**config.mk**
```make
export PLATFORM = sky130hd
export DESIGN_NAME = capcmp_unit
export DESIGN_NICKNAME = d
export VERILOG_FILES = /design/src/rtl/capcmp_pkg.sv /design/src/rtl/capcmp_sync.sv /design/src/rtl/capcmp_capture.sv /design/src/rtl/capcmp_compare.sv /design/src/rtl/capcmp_unit.sv
export SDC_FILE = /design/constraint.sdc
export NUM_CORES = 1
export LEC_CHECK = 0
export ABC_AREA = 1
export BUFFER_PORTS_ARGS = -buffer_cell sky130_fd_sc_hd__buf_4
export CORE_AREA = 5 5 60 88
export CTS_CLUSTER_SIZE = 30
export DETAILED_ROUTE_END_ITERATION = 7
export DIE_AREA = 0 0 65 93
export HOLD_SLACK_MARGIN = 0.08
export PLACE_DENSITY = 0.77
export SYNTH_ARGS = -nofsm -noshare
export SYNTH_HDL_FRONTEND = slang
export SYNTH_SLANG_ARGS = --single-unit
```
**constraint.sdc**
```tcl
create_clock -name clk -period 2.4 [get_ports clk]
set_clock_uncertainty 0.15 [all_clocks]
set_input_delay 0.72 -clock clk [delete_from_list [all_inputs] [get_ports clk]]
set_output_delay 0.72 -clock clk [all_outputs]
set_load 0.005 [all_outputs]
```
**src/rtl/capcmp_pkg.sv**
```systemverilog
package capcmp_pkg;

    localparam int MODE_W           = 4;
    localparam int PRESC_LOG2_SMALL = 2;
    localparam int PRESC_LOG2_LARGE = 4;
    localparam int PRESC_CNT_W      = PRESC_LOG2_LARGE;

    typedef enum logic [MODE_W-1:0] {
        MD_OFF        = 4'b0000,
        MD_CMP_TOGGLE = 4'b0010,
        MD_CAP_FALL   = 4'b0100,
        MD_CAP_RISE   = 4'b0101,
        MD_CAP_RISE4  = 4'b0110,
        MD_CAP_RISE16 = 4'b0111,
        MD_CMP_HIGH   = 4'b1000,
        MD_CMP_LOW    = 4'b1001,
        MD_CMP_IRQ    = 4'b1010,
        MD_CMP_TRIG   = 4'b1011
    } mode_e;

    typedef struct packed {
        logic       cap_en;
        logic       cap_fall;
        logic [2:0] presc_log2;
        logic       cmp_en;
        logic       cmp_toggle;
        logic       cmp_force_hi;
        logic       cmp_force_lo;
        logic       cmp_trig;
    } mode_dec_t;

    function automatic mode_dec_t decode_mode(logic [MODE_W-1:0] code);
        mode_dec_t d;
        d = '0;
        case (code)
            MD_CAP_FALL:   begin d.cap_en = 1'b1; d.cap_fall = 1'b1; end
            MD_CAP_RISE:   d.cap_en = 1'b1;
            MD_CAP_RISE4:  begin d.cap_en = 1'b1; d.presc_log2 = 3'(PRESC_LOG2_SMALL); end
            MD_CAP_RISE16: begin d.cap_en = 1'b1; d.presc_log2 = 3'(PRESC_LOG2_LARGE); end
            MD_CMP_TOGGLE: begin d.cmp_en = 1'b1; d.cmp_toggle = 1'b1; end
            MD_CMP_HIGH:   begin d.cmp_en = 1'b1; d.cmp_force_hi = 1'b1; end
            MD_CMP_LOW:    begin d.cmp_en = 1'b1; d.cmp_force_lo = 1'b1; end
            MD_CMP_IRQ:    d.cmp_en = 1'b1;
            MD_CMP_TRIG:   begin d.cmp_en = 1'b1; d.cmp_trig = 1'b1; end
            default:       d = '0;
        endcase
        return d;
    endfunction

endpackage

```
**src/rtl/capcmp_sync.sv**
```systemverilog
module capcmp_sync #(
    parameter int STAGES = 2
) (
    input  logic clk,
    input  logic rst,
    input  logic din,
    output logic rise,
    output logic fall
);
    logic [STAGES-1:0] chain;
    logic              prev;

    always_ff @(posedge clk) begin
        if (rst) begin
            chain <= '0;
            prev  <= 1'b0;
        end else begin
            chain <= {chain[STAGES-2:0], din};
            prev  <= chain[STAGES-1];
        end
    end

    assign rise = chain[STAGES-1] & ~prev;
    assign fall = ~chain[STAGES-1] & prev;
endmodule

```
**src/rtl/capcmp_capture.sv**
```systemverilog
module capcmp_capture #(
    parameter int TMR_W = 16,
    parameter int CNT_W = 4
) (
    input  logic             clk,
    input  logic             rst,
    input  logic             cap_en,
    input  logic             cap_fall,
    input  logic [2:0]       presc_log2,
    input  logic             mode_chg,
    input  logic             rise,
    input  logic             fall,
    input  logic [TMR_W-1:0] tmr_value,
    output logic [TMR_W-1:0] cap_value,
    output logic             cap_evt
);
    logic [CNT_W-1:0] cnt;
    logic [CNT_W-1:0] lmask;
    logic             qualified;
    logic             reached;

    assign lmask     = ~({CNT_W{1'b1}} << presc_log2);
    assign qualified = cap_en && !mode_chg && (cap_fall ? fall : rise);
    assign reached   = &(cnt | ~lmask);
    assign cap_evt   = qualified && reached;

    always_ff @(posedge clk) begin
        if (rst) begin
            cnt       <= '0;
            cap_value <= '0;
        end else begin
            if (!cap_en || mode_chg)
                cnt <= '0;
            else if (qualified)
                cnt <= reached ? '0 : cnt + 1'b1;
            if (cap_evt)
                cap_value <= tmr_value;
        end
    end
endmodule

```
**src/rtl/capcmp_compare.sv**
```systemverilog
module capcmp_compare #(
    parameter int TMR_W = 16
) (
    input  logic             clk,
    input  logic             rst,
    input  logic             cmp_en,
    input  logic             cmp_toggle,
    input  logic             cmp_force_hi,
    input  logic             cmp_force_lo,
    input  logic             cmp_trig,
    input  logic             mode_chg,
    input  logic [TMR_W-1:0] tmr_value,
    input  logic             wr_en,
    input  logic [TMR_W-1:0] wr_data,
    output logic             pin,
    output logic             trig,
    output logic             cmp_evt
);
    logic [TMR_W-1:0] cmp_reg;
    logic             match;
    logic             match_q;

    assign match   = (tmr_value == cmp_reg);
    assign cmp_evt = cmp_en && match && !match_q && !mode_chg;

    always_ff @(posedge clk) begin
        if (rst) begin
            cmp_reg <= '0;
            match_q <= 1'b0;
            pin     <= 1'b0;
            trig    <= 1'b0;
        end else begin
            if (wr_en)
                cmp_reg <= wr_data;
            match_q <= cmp_en && match;
            trig    <= cmp_evt && cmp_trig;
            if (!cmp_en) begin
                pin <= 1'b0;
            end else if (mode_chg) begin
                if (cmp_force_hi)      pin <= 1'b0;
                else if (cmp_force_lo) pin <= 1'b1;
            end else if (cmp_evt) begin
                if (cmp_toggle)        pin <= ~pin;
                else if (cmp_force_hi) pin <= 1'b1;
                else if (cmp_force_lo) pin <= 1'b0;
            end
        end
    end
endmodule

```
**src/rtl/capcmp_unit.sv**
```systemverilog
module capcmp_unit
    import capcmp_pkg::*;
#(
    parameter int TMR_W       = 16,
    parameter int SYNC_STAGES = 2
) (
    input  logic              clk,
    input  logic              rst,
    input  logic [MODE_W-1:0] mode,
    input  logic [TMR_W-1:0]  tmr_value,
    input  logic              cap_in,
    input  logic              cmp_wr_en,
    input  logic [TMR_W-1:0]  cmp_wr_data,
    input  logic              irq_clear,
    output logic [TMR_W-1:0]  cap_value,
    output logic              cmp_pin,
    output logic              irq_flag,
    output logic              evt_trig
);
    mode_dec_t         dec;
    logic [MODE_W-1:0] mode_q;
    logic              mode_chg;
    logic              rise;
    logic              fall;
    logic              cap_evt;
    logic              cmp_evt;

    assign dec      = decode_mode(mode);
    assign mode_chg = (mode != mode_q);

    always_ff @(posedge clk) begin
        if (rst) begin
            mode_q   <= MD_OFF;
            irq_flag <= 1'b0;
        end else begin
            mode_q <= mode;
            if (cap_evt || cmp_evt)
                irq_flag <= 1'b1;
            else if (irq_clear)
                irq_flag <= 1'b0;
        end
    end

    capcmp_sync #(.STAGES(SYNC_STAGES)) u_sync (
        .clk  (clk),
        .rst  (rst),
        .din  (cap_in),
        .rise (rise),
        .fall (fall)
    );

    capcmp_capture #(.TMR_W(TMR_W), .CNT_W(PRESC_CNT_W)) u_cap (
        .clk        (clk),
        .rst        (rst),
        .cap_en     (dec.cap_en),
        .cap_fall   (dec.cap_fall),
        .presc_log2 (dec.presc_log2),
        .mode_chg   (mode_chg),
        .rise       (rise),
        .fall       (fall),
        .tmr_value  (tmr_value),
        .cap_value  (cap_value),
        .cap_evt    (cap_evt)
    );

    capcmp_compare #(.TMR_W(TMR_W)) u_cmp (
        .clk          (clk),
        .rst          (rst),
        .cmp_en       (dec.cmp_en),
        .cmp_toggle   (dec.cmp_toggle),
        .cmp_force_hi (dec.cmp_force_hi),
        .cmp_force_lo (dec.cmp_force_lo),
        .cmp_trig     (dec.cmp_trig),
        .mode_chg     (mode_chg),
        .tmr_value    (tmr_value),
        .wr_en        (cmp_wr_en),
        .wr_data      (cmp_wr_data),
        .pin          (cmp_pin),
        .trig         (evt_trig),
        .cmp_evt      (cmp_evt)
    );
endmodule

```
==> reports/qor.txt <==
Final Total Pwr - 1.70 mW
Outcome - finished clean
Max incr delay on CP - 0.23 ns
Fmax - 537 MHz
Post-synth EDFFs - 0
Antenna diode count - 0
Crit-path slowest cell - or2_1
Placed inst area - 0.00268 sq mm
Worst EP required - 2.49 ns
Critical Path Sink Type - flip-flop
Sequential area share after synthesis - 42.6%
Area growth syn-to-layout - 27.0%
Total CTS buffers - 5
Full die area - 0.00605 sq mm
Clock Pin Slew Worst Setup and Hold Paths - 0.08 ns
Post-route minimum period - 1.86 ns
Post-Syn Nets - 360
Initial Utilization - 49.5%
Placed wire-length estimate - 4.03 mm
Hold Path Class - flip-flop to flip-flop
Multi-input logic area - 0.00103 sq mm
Root buf cell - clkbuf_8
Area share of the largest cell type after synthesis - 42.6%
Peak VDD IR - 0.000580 V
Critical path launch point - mode[1]
Post-CTS setup buffers - 0
Final setup fails - 0
Die width - 65 um
Worst path cell trace - buf_4 > or2_1 > a21oi_2 > nand3_2 > clkinv_2 > nand2_4 > inv_8 > nand2_8 > clkinv_4 > nor2_1 > nor2_1
Via count - 2,078
Hold_buf cts - 0
Critical Path AT - 1.95 ns
Storage element area - 941 sq um
Area leader, netlist - dfxtp_1
CP most frequent cell - nor2_1
Slack of the worst reg-to-reg path - 0.79 ns
Final Slew Violations - 0
Vias in the first global route - 2,018
Mapped Cells - 318
Final setup TNS - 0 ns
H-tree Lvls - 2
Longest Clk Path Bufs - 2
Post_cts resized - 0
DRT Wirelength - 5.09 mm
Sinks on Clock Net - 47
GRT Resource Usage Total - 17.5%
Core area - 0.00447 sq mm
Setup crit start kind - primary input
Fin. Hold Viols - 0
Slew headroom - 82.8%
RSZ-0062 raised after global routing - no
Number of library cell types mapped by synthesis - 31
R2R Path Start - mode_q[1]$_SDFF_PP0_
Fin area - 0.00281 sq mm
DRT iter0 DRCs - 69
Synth Warn # - 0
Worst-Margin Slew - 0.255 ns
Max Cap Viol - 0
Final period utilization - 77.5%
First-pass GRT wire length - 8.42 mm
Main flop type after synthesis - dfxtp_1
P per Cell Area - 604 mW/mm^2
Initial antenna violation count - 0
Asr flop ratio synth - 0%
Final-layout fill cell count - 412
Detailed Routing Iterations Pass 1 - 4
CTS tree - done
Post-route DRC - 0
Max FO, Critical Path - 17
Average cell area after synthesis - 6.95 sq um
Flops & latches, synth - 47
FP Rows - 30
Wire per inst - 11.9 um
Port-buffer cells - 59
Pin count of the biggest net entering global routing - 33
Lkg Pwr - 1.32 nW
Fin nets - 420
I/O pin cnt - 60
Hold_sp - u_sync.chain[0]$_SDFF_PP0_
Layout cell share with drive strength beyond 1 - 20.8%
Clk_lat worst skew - 0.30 ns
Main area contributors after synthesis - dfxtp_1 (43%), nor2_1 (13%), nand2_1 (9.2%)
Vias per cell - 4.87
WS Path Type - primary input to flip-flop
Die Height - 93 um
Post-Syn Area - 0.00221 sq mm
Gpl congestion - 0.816
Total grt overflow - 0
Routed Antenna Nets - 0
## kinds of logic after synthesis
family / synth area share [%]
AOI/OAI and AO/OA: 14.2
xor gates and xnor gates: 2.77
adders and majority gates: 0.566
buffers and inverters: 10.9
DFF: 42.6
and+or+nand+nor: 29.0
## worst paths after layout
kind | to | cells past startpoint
setup / recovery | u_cap.cap_value[4]$_SDFFE_PP0P_ | 11
hold / removal | u_sync.chain[1]$_SDFF_PP0_ | 2
setup reg to reg | u_cap.cap_value[4]$_SDFFE_PP0P_ | 10
hold reg to reg | u_sync.chain[1]$_SDFF_PP0_ | 2
## cells in the final DEF (no fill, tap or decap)
master	instances
a21oi_1	17
a21oi_2	1
buf_4	61
bufinv_16	2
clkbuf_1	1
clkbuf_8	5
clkinv_1	1
clkinv_2	1
clkinv_4	1
dfxtp_1	47
ha_1	1
inv_1	42
inv_8	1
nand2_1	54
nand2_4	1
nand2_8	1
nand3_1	7
nand3_2	2
nand4_1	4
nor2_1	75
nor2_4	1
nor3_1	2
nor4_1	1
o21ai_0	21
o21ai_1	16
o21ai_4	1
o22ai_1	1
o22ai_2	1
or2_0	2
or2_1	1
xnor2_1	4
xor2_1	3
## layer usage
layer	vias up	global-route usage [%]	wire length, um
met3	11	3.85	245
met1	903	18.2	1990
met4	0	7.23	118
met2	51	33.1	2730
met5	-	0	0
li1	1113	-	-
## cell type report
cell class	count	area share, %
clock inverter	2	2.14
timing repair buffer	61	16.3
sequential	47	33.5
inverter	46	6.64
multi-input combinational	217	36.7
tap	48	2.14
clock buffer	6	2.58
## through the flow
| step | std cells | hold slack (ns) | worst slack (ns) | utilization (%) |
|---|---|---|---|---|
| 2_1_floorplan | 318 | 0.238 | 0.399 | - |
| 5_1_grt | 427 | 0.294 | 0.412 | 62.9 |
| 3_5_place_dp | 419 | 0.249 | 0.220 | 59.9 |
| 3_3_place_gp | 419 | 0.250 | 0.265 | 59.9 |
| 4_1_cts | 427 | 0.263 | 0.542 | 62.9 |
| 6_report | 427 | 0.259 | 0.539 | 62.9 |
## Yosys cell counts, types with 2 or more instances
| cell type | count |
|---|---|
| nand2_1 | 54 |
| inv_1 | 42 |
| nor3_1 | 2 |
| o21ai_1 | 16 |
| or2_0 | 2 |
| nor2_1 | 75 |
| clkbuf_1 | 6 |
| nand3_2 | 2 |
| dfxtp_1 | 47 |
| o21ai_0 | 21 |
| xor2_1 | 3 |
| xnor2_1 | 4 |
| nand3_1 | 7 |
| a21oi_1 | 17 |
| nand4_1 | 4 |
## worst max-delay path: cells and delay by family
kind / cells / cell delay [ns]
AOI/OAI and AO/OA: 1 / 0.17
and+or+nand+nor: 6 / 0.63
buffers and inverters: 4 / 0.42
## report_power, final
| group | internal, mW | total, mW | switching, mW |
|---|---|---|---|
| Sequential | 0.805 | 0.818 | 0.0132 |
| Combinational | 0.0932 | 0.205 | 0.112 |
| Clock | 0.416 | 0.674 | 0.258 |
| Total | 1.31 | 1.70 | 0.383 |
(Power assumes the default switching activity.)
